<file path="config.mk">
export PLATFORM = sky130hd
export DESIGN_NAME = alarm_match_top
export DESIGN_NICKNAME = d
export VERILOG_FILES = /design/src/rtl/alarm_pkg.sv /design/src/rtl/alarm_set.sv /design/src/rtl/alarm_flags.sv /design/src/rtl/alarm_match_top.sv
export SDC_FILE = /design/constraint.sdc
export NUM_CORES = 1
export LEC_CHECK = 0
export BUFFER_PORTS_ARGS = -buffer_cell sky130_fd_sc_hd__buf_2
export CORE_UTILIZATION = 58
export DETAILED_ROUTE_END_ITERATION = 10
export GPL_ROUTABILITY_DRIVEN = 0
export HOLD_SLACK_MARGIN = 0.06
export PLACE_DENSITY = 0.8
export SLEW_MARGIN = 10
export SYNTH_ARGS = -nofsm -noshare
export SYNTH_HDL_FRONTEND = slang
export SYNTH_HIERARCHICAL = 1
export SYNTH_SLANG_ARGS = --single-unit
</file>
<file path="constraint.sdc">
create_clock -name clk -period 1.84 [get_ports clk]
set_clock_uncertainty 0.05 [all_clocks]
set_input_delay 0.092 -clock clk [delete_from_list [all_inputs] [get_ports clk]]
set_output_delay 0.092 -clock clk [all_outputs]
set_load 0.05 [all_outputs]
</file>
<file path="src/rtl/alarm_pkg.sv">
package alarm_pkg;

  localparam int FIELD_CNT = 6;
  localparam int FIELD_IDX_W = 3;

  typedef struct packed {
    logic [6:0] sec;
    logic [6:0] min;
    logic [5:0] hour;
    logic [5:0] date;
    logic [4:0] month;
    logic [2:0] wday;
  } cal_t;

  // Bits kept in storage for field f: enable plus the value bits.
  function automatic logic [7:0] keep_mask(input int f);
    case (f)
      0, 1:    return 8'hFF;
      2, 3:    return 8'hBF;
      4:       return 8'h9F;
      default: return 8'h87;
    endcase
  endfunction

  // Live calendar value for field f, zero-extended to 7 bits.
  function automatic logic [6:0] cal_field(input cal_t c, input int f);
    case (f)
      0:       return c.sec;
      1:       return c.min;
      2:       return 7'(c.hour);
      3:       return 7'(c.date);
      4:       return 7'(c.month);
      default: return 7'(c.wday);
    endcase
  endfunction

endpackage

</file>
<file path="src/rtl/alarm_set.sv">
module alarm_set
  import alarm_pkg::*;
(
  input  logic                   clk,
  input  logic                   rst_n,
  input  logic                   wr_en,
  input  logic [FIELD_IDX_W-1:0] wr_field,
  input  logic [7:0]             wr_data,
  input  logic [FIELD_IDX_W-1:0] rd_field,
  input  cal_t                   cal,
  output logic [7:0]             rd_data,
  output logic                   hit
);

  logic [7:0] regs [FIELD_CNT];
  logic       any_en;
  logic       all_eq;

  for (genvar f = 0; f < FIELD_CNT; f++) begin : g_field
    always_ff @(posedge clk or negedge rst_n) begin
      if (!rst_n)
        regs[f] <= 8'h00;
      else if (wr_en && wr_field == FIELD_IDX_W'(f))
        regs[f] <= wr_data & keep_mask(f);
    end
  end

  always_comb begin
    rd_data = 8'h00;
    for (int f = 0; f < FIELD_CNT; f++)
      if (rd_field == FIELD_IDX_W'(f)) rd_data = regs[f];
  end

  always_comb begin
    any_en = 1'b0;
    all_eq = 1'b1;
    for (int f = 0; f < FIELD_CNT; f++) begin
      if (regs[f][7]) begin
        any_en = 1'b1;
        if (regs[f][6:0] != cal_field(cal, f)) all_eq = 1'b0;
      end
    end
  end

  assign hit = any_en && all_eq;


  no_enable_no_hit_chk: assert property (@(posedge clk) disable iff (!rst_n)
    !(regs[0][7] | regs[1][7] | regs[2][7] | regs[3][7] | regs[4][7] | regs[5][7]) |-> !hit);


  disabled_second_ignored_chk: assert property (@(posedge clk) disable iff (!rst_n)
    (!regs[0][7] && $stable(regs[1]) && $stable(regs[2]) && $stable(regs[3]) &&
     $stable(regs[4]) && $stable(regs[5]) && regs[0] == $past(regs[0]) &&
     $stable(cal.min) && $stable(cal.hour) && $stable(cal.date) &&
     $stable(cal.month) && $stable(cal.wday)) |-> hit == $past(hit));

endmodule

</file>
<file path="src/rtl/alarm_flags.sv">
module alarm_flags #(
  parameter int NUM_ALARMS = 2
) (
  input  logic                  clk,
  input  logic                  rst_n,
  input  logic                  tick,
  input  logic [NUM_ALARMS-1:0] hit,
  input  logic                  clr_en,
  input  logic [NUM_ALARMS-1:0] clr_mask,
  input  logic                  ien_wr,
  input  logic [NUM_ALARMS-1:0] ien_data,
  output logic [NUM_ALARMS-1:0] flags,
  output logic [NUM_ALARMS-1:0] ien,
  output logic                  irq
);

  logic [NUM_ALARMS-1:0] set_vec;
  logic [NUM_ALARMS-1:0] clr_vec;

  assign set_vec = tick ? hit : '0;
  assign clr_vec = clr_en ? clr_mask : '0;

  always_ff @(posedge clk or negedge rst_n) begin
    if (!rst_n) begin
      flags <= '0;
      ien   <= '0;
    end else begin
      flags <= (flags & ~clr_vec) | set_vec;
      if (ien_wr) ien <= ien_data;
    end
  end

  assign irq = |(flags & ien);

  for (genvar i = 0; i < NUM_ALARMS; i++) begin : g_chk

    set_on_tick_hit_chk: assert property (@(posedge clk) disable iff (!rst_n)
      (tick && hit[i]) |=> flags[i]);

    no_set_without_tick_chk: assert property (@(posedge clk) disable iff (!rst_n)
      $rose(flags[i]) |-> $past(tick && hit[i]));

    sticky_flag_chk: assert property (@(posedge clk) disable iff (!rst_n)
      (flags[i] && !(clr_en && clr_mask[i])) |=> flags[i]);
  end

endmodule

</file>
<file path="src/rtl/alarm_match_top.sv">
module alarm_match_top
  import alarm_pkg::*;
#(
  parameter int NUM_ALARMS = 2,
  localparam int SEL_W     = (NUM_ALARMS > 1) ? $clog2(NUM_ALARMS) : 1,
  localparam int ADDR_W    = SEL_W + FIELD_IDX_W
) (
  input  logic                  clk,
  input  logic                  rst_n,
  input  logic                  tick,
  input  logic [6:0]            cal_sec,
  input  logic [6:0]            cal_min,
  input  logic [5:0]            cal_hour,
  input  logic [5:0]            cal_date,
  input  logic [4:0]            cal_month,
  input  logic [2:0]            cal_wday,
  input  logic                  wr_en,
  input  logic [ADDR_W-1:0]     wr_addr,
  input  logic [7:0]            wr_data,
  input  logic [ADDR_W-1:0]     rd_addr,
  output logic [7:0]            rd_data,
  output logic [NUM_ALARMS-1:0] alarm_flag,
  output logic                  irq
);

  localparam logic [ADDR_W-1:0] STATUS_ADDR = ADDR_W'(6);
  localparam logic [ADDR_W-1:0] IEN_ADDR    = ADDR_W'(7);

  cal_t                  cal;
  logic [NUM_ALARMS-1:0] hit;
  logic [7:0]            set_rd [NUM_ALARMS];
  logic [NUM_ALARMS-1:0] ien;

  assign cal = '{sec: cal_sec, min: cal_min, hour: cal_hour,
                 date: cal_date, month: cal_month, wday: cal_wday};

  for (genvar n = 0; n < NUM_ALARMS; n++) begin : g_alarm
    alarm_set u_set (
      .clk      (clk),
      .rst_n    (rst_n),
      .wr_en    (wr_en && wr_addr[ADDR_W-1:FIELD_IDX_W] == SEL_W'(n)),
      .wr_field (wr_addr[FIELD_IDX_W-1:0]),
      .wr_data  (wr_data),
      .rd_field (rd_addr[FIELD_IDX_W-1:0]),
      .cal      (cal),
      .rd_data  (set_rd[n]),
      .hit      (hit[n])
    );
  end

  alarm_flags #(.NUM_ALARMS(NUM_ALARMS)) u_flags (
    .clk      (clk),
    .rst_n    (rst_n),
    .tick     (tick),
    .hit      (hit),
    .clr_en   (wr_en && wr_addr == STATUS_ADDR),
    .clr_mask (wr_data[NUM_ALARMS-1:0]),
    .ien_wr   (wr_en && wr_addr == IEN_ADDR),
    .ien_data (wr_data[NUM_ALARMS-1:0]),
    .flags    (alarm_flag),
    .ien      (ien),
    .irq      (irq)
  );

  always_comb begin
    rd_data = 8'h00;
    if (rd_addr == STATUS_ADDR)
      rd_data = 8'(alarm_flag);
    else if (rd_addr == IEN_ADDR)
      rd_data = 8'(ien);
    else
      for (int n = 0; n < NUM_ALARMS; n++)
        if (rd_addr[ADDR_W-1:FIELD_IDX_W] == SEL_W'(n)) rd_data = set_rd[n];
  end


  irq_needs_flag_chk: assert property (@(posedge clk) disable iff (!rst_n)
    irq |-> (alarm_flag != '0));

endmodule

</file>
==> results of run 1 <==
[kinds of logic (layout without fill, tap and decap cells)]
logic type                Yosys count  count (layout)  share of synthesized area [%]
muxes                             105             105                           24.8
xor gates and xnor gates           68              68                           12.1
AOI/OAI and AO/OA                  50              50                           6.95
DFF                                84              84                           42.6
and+or+nand+nor                   108             108                           11.7
buffers and inverters              20             129                           1.80
[per-stage QoR]
step	total power, W	worst slack (ns)	std cells
2_1_floorplan	0.00392	-0.00646	435
3_3_place_gp	0.00458	0.0122	618
3_5_place_dp	0.00465	0.00325	618
4_1_cts	0.00620	-0.125	649
5_1_grt	0.00656	-0.251	649
6_report	0.00628	-0.205	649
[worst register-to-register path, delay by kind of cell, from the launching register on]
kind            cells  cell delay, ns
buf+inv             3            0.46
simple gates        1            0.13
compound gates      3            0.68
flops               1            0.39
xor+xnor            1            0.16
[timing repair]
item | CTS | global route
resized for setup | 37 | 13
endpoints found under the setup margin | 8 | 10
endpoints found under the hold margin | 43 | 0
hold buffers | 3 | 0
setup buffers | 13 | 2
pin swaps | 12 | 8
[layout by cell type (no fill, tap or decap), types with 4 or more instances in the layout]
master    instances
dfrtp_1          84
mux2_2           76
buf_2            55
buf_4            38
xor2_1           35
xnor2_1          33
nand2_1          31
nor2_1           21
mux2i_1          14
buf_6            11
clkbuf_8         10
o21ai_2           7
nor4_1            7
o21ai_0           7
nand4_1           7
mux2_1            6
nor2b_1           6
nand3_1           6
nor3_1            5
mux4_2            5
o211a_1           5
a211oi_2          5
o31ai_1           4
a21oi_1           4
[path summary, 6_finish.rpt]
kind	startpoint	endpoint	slack, ns	cells past startpoint
worst max-delay path	g_alarm[0].u_set/regs[40]$_DFFE_PN0P_	rd_data[0]	-0.20	7
worst min-delay path	wr_data[5]	g_alarm[1].u_set/regs[45]$_DFFE_PN0P_	0.08	2
worst max register to register	g_alarm[1].u_set/regs[44]$_DFFE_PN0P_	u_flags/flags[1]$_DFF_PN0_	-0.08	8
worst min register to register	u_flags/ien[0]$_DFFE_PN0P_	u_flags/ien[0]$_DFFE_PN0P_	0.50	1
max in group asynchronous	rst_n	g_alarm[1].u_set/regs[44]$_DFFE_PN0P_	0.93	3
min in group asynchronous	rst_n	g_alarm[0].u_set/regs[2]$_DFFE_PN0P_	0.18	2
[layer usage]
layer  track usage (%)  up-vias  part of all wire (%)
li1                  -     1787                     -
met1              45.7     2001                    41
met2              53.4      212                    47
met3              7.04       51                   7.2
met4              17.7        0                   3.9
met5                 0        -                     0
[flip-flops by register name, indices dropped and copies added (netlist names)]
name                count
u_flags/flags           2
g_alarm.u_set/regs     80
u_flags/ien             2
[power breakdown]
group / total, W / switching [W] / internal [W]
Combinational: 0.00216 / 0.00104 / 0.00113
Sequential: 0.00274 / 0.000460 / 0.00228
Clock: 0.00137 / 0.000701 / 0.000670
[cell type report]
class,instances,area [um2]
clock buffers,11,141
clock inverters,5,61.3
fillers,542,2130
inverters,4,15.0
multi-input cells,331,2880
flip-flops and latches,84,2100
well taps,105,131
repair buffers,109,754
==> reports/qor.csv, run 1 <==
metric,value,unit
clk_path_buf_depth,2,
synth_seq_area_share,42.6,%
yosysMostFrequentCell,dfrtp_1,
post_dp_cell_area,0.00558,mm2
worstMarginPinSlew,0.575,ns
drcViolationCount,0,
p_per_area,1030,mW/mm2
cts_tree,done,
routed_wl,14.1,mm
vias_per_cell,6.24,
slew_violations,0,
wl_per_cell,21.7,um
synthDistinctLibCells,42,
overflow,0,
min_period_over_period,111,%
fin_area,0.00608,mm2
period_needed,2.04,ns
fin_tns_setup,-0.975,ns
clkTransAtPathRegs,0.08,ns
grt_max_degree,48,
grt_antenna_before_repair,0,
cts_sinks,84,
area_growth,23.3,%
place.detailed.hpwl,10.1,mm
crit_chain,nor2b_1 -> a211oi_2 -> nor4_1 -> o211a_1 -> mux2i_2 -> o21ai_2 -> buf_6,
synth-seq-cells,84,
synth_warnings,6,
clk_latency,0.37,ns
syn_nets,489,
yosys.area.top_type,dfrtp_1,
hold_viol_final,0,
grtUsageTotal,34.5,%
leakagePower,2.70,nW
slowest_delay,0.39,ns
initial_utilization,60.1,%
drtIter0Drc,308,
htree_levels,3,
timing.slew.headroom,61.5,%
synthCells,435,
synthTopCellsByCount,"dfrtp_1, mux2_2, xor2_1",
max_cap_viol_count,0,
grt_setup_unrepaired,yes,
setup_ws,-0.205,ns
num_rows,33,
setup_viol,9,
violations,negative setup slack,
die_y,94.2,um
vdd_drop_max,0.000647,V
cts_buffers,9,
syn_area_per_cell,11.3,um2
cpLargestDelayFamily,compound AO/OA/AOI/OAI gates,
startpoint_type,flip-flop,
synth_top_area_share,42.6,%
critical_path_class,reg -> out,
required,1.70,ns
critPathBufInv,1,
ant_nets,0,
num_antenna_cells,0,
worst_path_max_delay_cell,dfrtp_1,
synth_area_leaders,"dfrtp_1, mux2_2, xor2_1",
num_vias,4051,
grt_pass1_wl,22.3,mm
worst_ep_arrival_time,1.90,ns
die_area,0.00888,mm2
synth.cell_area,0.00493,mm2
cts-root-buf,clkbuf_8,
hold_ws,0.0788,ns
synthFlopType,dfrtp_1,
io_buffer_count,64,
max_freq,0.489,GHz
critical_path.max_fanout,2,
layout-drive-gt1-share,44.1,%
end_kind,output port,
outcome,"complete, but fails checks",
synthArstFlopShare,100,%
hold_path_class,in -> reg,
synth-edff-count,0,
ioPinCount,65,
first_global_vias,4133,
final_util,74.0,%
coreArea,0.00822,mm2
nNetsFinal,593,
dr.pass1.iters,5,
die_x,94.2,um
No activity file was read; power rests on OpenSTA's default activity.
==> run 2, diff against run 1 <==
--- a/config.mk
+++ b/config.mk
@@ -6,11 +6,12 @@
 export NUM_CORES = 1
 export LEC_CHECK = 0
 export BUFFER_PORTS_ARGS = -buffer_cell sky130_fd_sc_hd__buf_2
-export CORE_UTILIZATION = 58
+export CORE_UTILIZATION = 55
 export DETAILED_ROUTE_END_ITERATION = 10
 export GPL_ROUTABILITY_DRIVEN = 0
 export HOLD_SLACK_MARGIN = 0.06
-export PLACE_DENSITY = 0.8
+export PLACE_DENSITY = 0.77
+export SETUP_SLACK_MARGIN = 0.1
 export SLEW_MARGIN = 10
 export SYNTH_ARGS = -nofsm -noshare
 export SYNTH_HDL_FRONTEND = slang
==> reports/qor.csv, run 2 (synthesis results as in run 1) <==
metric,value,unit,change
r2r-end,u_flags/flags[0]$_DFF_PN0_,,
violations,negative setup slack,,
cts_sinks,84,,unchanged
wl_per_cell,22.5,um,+3.4%
slowest_delay,0.39,ns,about the same
worstHoldStart,wr_data[4],,
hold_path_class,in -> reg,,
cts_buffers,9,,unchanged
largest_reg_flops,80,,unchanged
p_per_area,1040,mW/mm2,+0.69%
clkTransAtPathRegs,0.09,ns,about the same
critical_path_class,reg -> out,,
max_freq,0.484,GHz,-0.96%
reg2reg_from,g_alarm[0].u_set/regs[41]$_DFFE_PN0P_,,
nNetsFinal,600,,+1.2%
hold-path-cell-count,3,,+1
num_rows,34,,+3.0%
num_antenna_cells,0,,unchanged
leakagePower,2.74,nW,+1.6%
num_vias,4104,,+1.3%
timing.slew.headroom,63.1,%,+1.7 points
die_area,0.00935,mm2,+5.3%
initial_utilization,56.6,%,-3.5 points
n_fill_cell,600,,+11%
setup_ws,-0.225,ns,-0.0198 ns
overflow,0,,unchanged
vias_per_cell,6.23,,-0.23%
worstMarginPinSlew,0.550,ns,-0.0247 ns
worst_ep_arrival_time,1.92,ns,+0.02 ns
area_growth,24.5,%,
top_register,g_alarm.u_set/regs,,
die_x,96.7,um,+2.6%
grt_pass1_wl,23.4,mm,+5.1%
io_buffer_count,64,,unchanged
first_global_vias,4298,,+4.0%
grt_max_degree,57,,+19%
slew_violations,0,,unchanged
dr.pass1.iters,5,,unchanged
clk_path_buf_depth,2,,unchanged
coreArea,0.00872,mm2,+6.1%
layout-drive-gt1-share,44.6,%,+0.53 points
routed_wl,14.8,mm,+5.0%
layout_commonest_cell,dfrtp_1,,
place.detailed.hpwl,10.8,mm,+7.3%
top_regs,"g_alarm.u_set/regs x80, u_flags/flags x2, u_flags/ien x2",,
critical_path.max_fanout,2,,unchanged
worst_path_max_delay_cell,dfrtp_1,,
rrSetupSlack,-0.06,ns,+0.02 ns
end_kind,output port,,
cts_tree,done,,
clk_latency,0.37,ns,about the same
final_cell_mix,"dfrtp_1, mux2_2, buf_2, buf_4, xor2_1",,
min_period_over_period,112,%,+1.1 points
grtUsageTotal,33.0,%,-1.5 points
die_y,96.7,um,+2.6%
period_needed,2.06,ns,+0.0198 ns
drtIter0Drc,293,,-4.9%
stdcell_count,659,,+1.5%
htree_levels,3,,unchanged
post_dp_cell_area,0.00561,mm2,+0.45%
place_inst,625,,+1.1%
outcome,"complete, but fails checks",,
setup_viol,9,,unchanged
drcViolationCount,0,,unchanged
vdd_drop_max,0.000632,V,-2.2%
critPathBufInv,1,,unchanged
fin_area,0.00614,mm2,+0.97%
power,0.00638,W,+1.7%
hold_viol_final,0,,unchanged
max_cap_viol_count,0,,unchanged
r2r_cells,7,,-1
cpLargestDelayFamily,compound AO/OA/AOI/OAI gates,,
min_to,g_alarm[0].u_set/regs[12]$_DFFE_PN0P_,,
ioPinCount,65,,unchanged
grt_setup_unrepaired,yes,,
grt_antenna_before_repair,0,,unchanged
ant_nets,0,,unchanged
required,1.70,ns,about the same
startpoint_type,flip-flop,,
cts-root-buf,clkbuf_8,,
crit_chain,nor2b_1 -> a211oi_2 -> nor4_2 -> o211a_1 -> mux2i_2 -> o21ai_2 -> buf_6,,
fin_tns_setup,-1.07,ns,-0.0950 ns
==> run 2: cell count changes in the layout (fill, tap and decap cells not counted), moves of 3 or more <==
cell	delta
a21oi_1	+3
a21oi_2	-3
buf_4	+7
inv_6	+3
nor2b_1	+3
==> run 2: final cells by class <==
class	instances	area [um2]	share of cell area, %
tap	108	135	2.20
timing repair buffer	116	797	13.0
clock buffer	9	124	2.02
clock inverter	7	81.3	1.32
multi-input combinational	331	2890	47.0
inverter	4	15.0	0.244
sequential	84	2100	34.2
==> run 2: what timing repair did <==
action                     in CTS  in global routing
resized for setup              38                  8
pin swaps                      22                  6
hold buffers                    4                  0
setup buffers                   9                  5
setup endpoints to repair       9                 10
hold endpoints to repair       98                  0
==> run 2: metal layers <==
layer  vias to the layer above  GRT usage, %  routed length (um)
li1                       1796             -                   -
met1                      2068          43.4                5930
met2                       199          53.1                7190
met3                        41          5.71                1220
met4                         0          15.8                 464
met5                         -             0                   0
==> run 2: worst max path at each step <==
stage | start | endpoint | slack [ns] | cells after the start
after floorplan | rd_addr[0] | rd_data[2] | -0.006 | 7
after global placement | g_alarm[1].u_set/regs[38]$_DFFE_PN0P_ | u_flags/flags[1]$_DFF_PN0_ | 0.007 | 6
after detailed placement | g_alarm[0].u_set/regs[43]$_DFFE_PN0P_ | u_flags/flags[0]$_DFF_PN0_ | -0.02 | 6
after CTS | g_alarm[0].u_set/regs[19]$_DFFE_PN0P_ | rd_data[3] | -0.15 | 5
after global routing | g_alarm[0].u_set/regs[41]$_DFFE_PN0P_ | rd_data[1] | -0.28 | 7
final | g_alarm[0].u_set/regs[40]$_DFFE_PN0P_ | rd_data[0] | -0.22 | 7
==> run 2: worst reg2reg max path: stages, from the launching register on <==
cell,delay [ns]
dfrtp_1,0.41
buf_6,0.13
xor2_2,0.15
nor4_2,0.30
nand4_1,0.19
a222oi_1,0.29
and3_1,0.21
a22o_1,0.12
==> run 2: per-stage QoR <==
stage | setup slack, ns | hold WS, ns | utilization [%]
final | -0.225 | 0.123 | 70.4
after global routing | -0.278 | 0.143 | 70.4
after CTS | -0.153 | 0.116 | 69.6
after detailed placement | -0.0233 | 0.000401 | 64.3
after global placement | 0.00694 | -0.00696 | 64.3
after floorplan | -0.00646 | -0.254 | -
==> run 2: power by group <==
| part | total [W] | internal [W] | switching [W] |
|---|---|---|---|
| combinational | 0.00219 | 0.00114 | 0.00106 |
| sequential | 0.00277 | 0.00228 | 0.000485 |
| clock | 0.00142 | 0.000652 | 0.000768 |
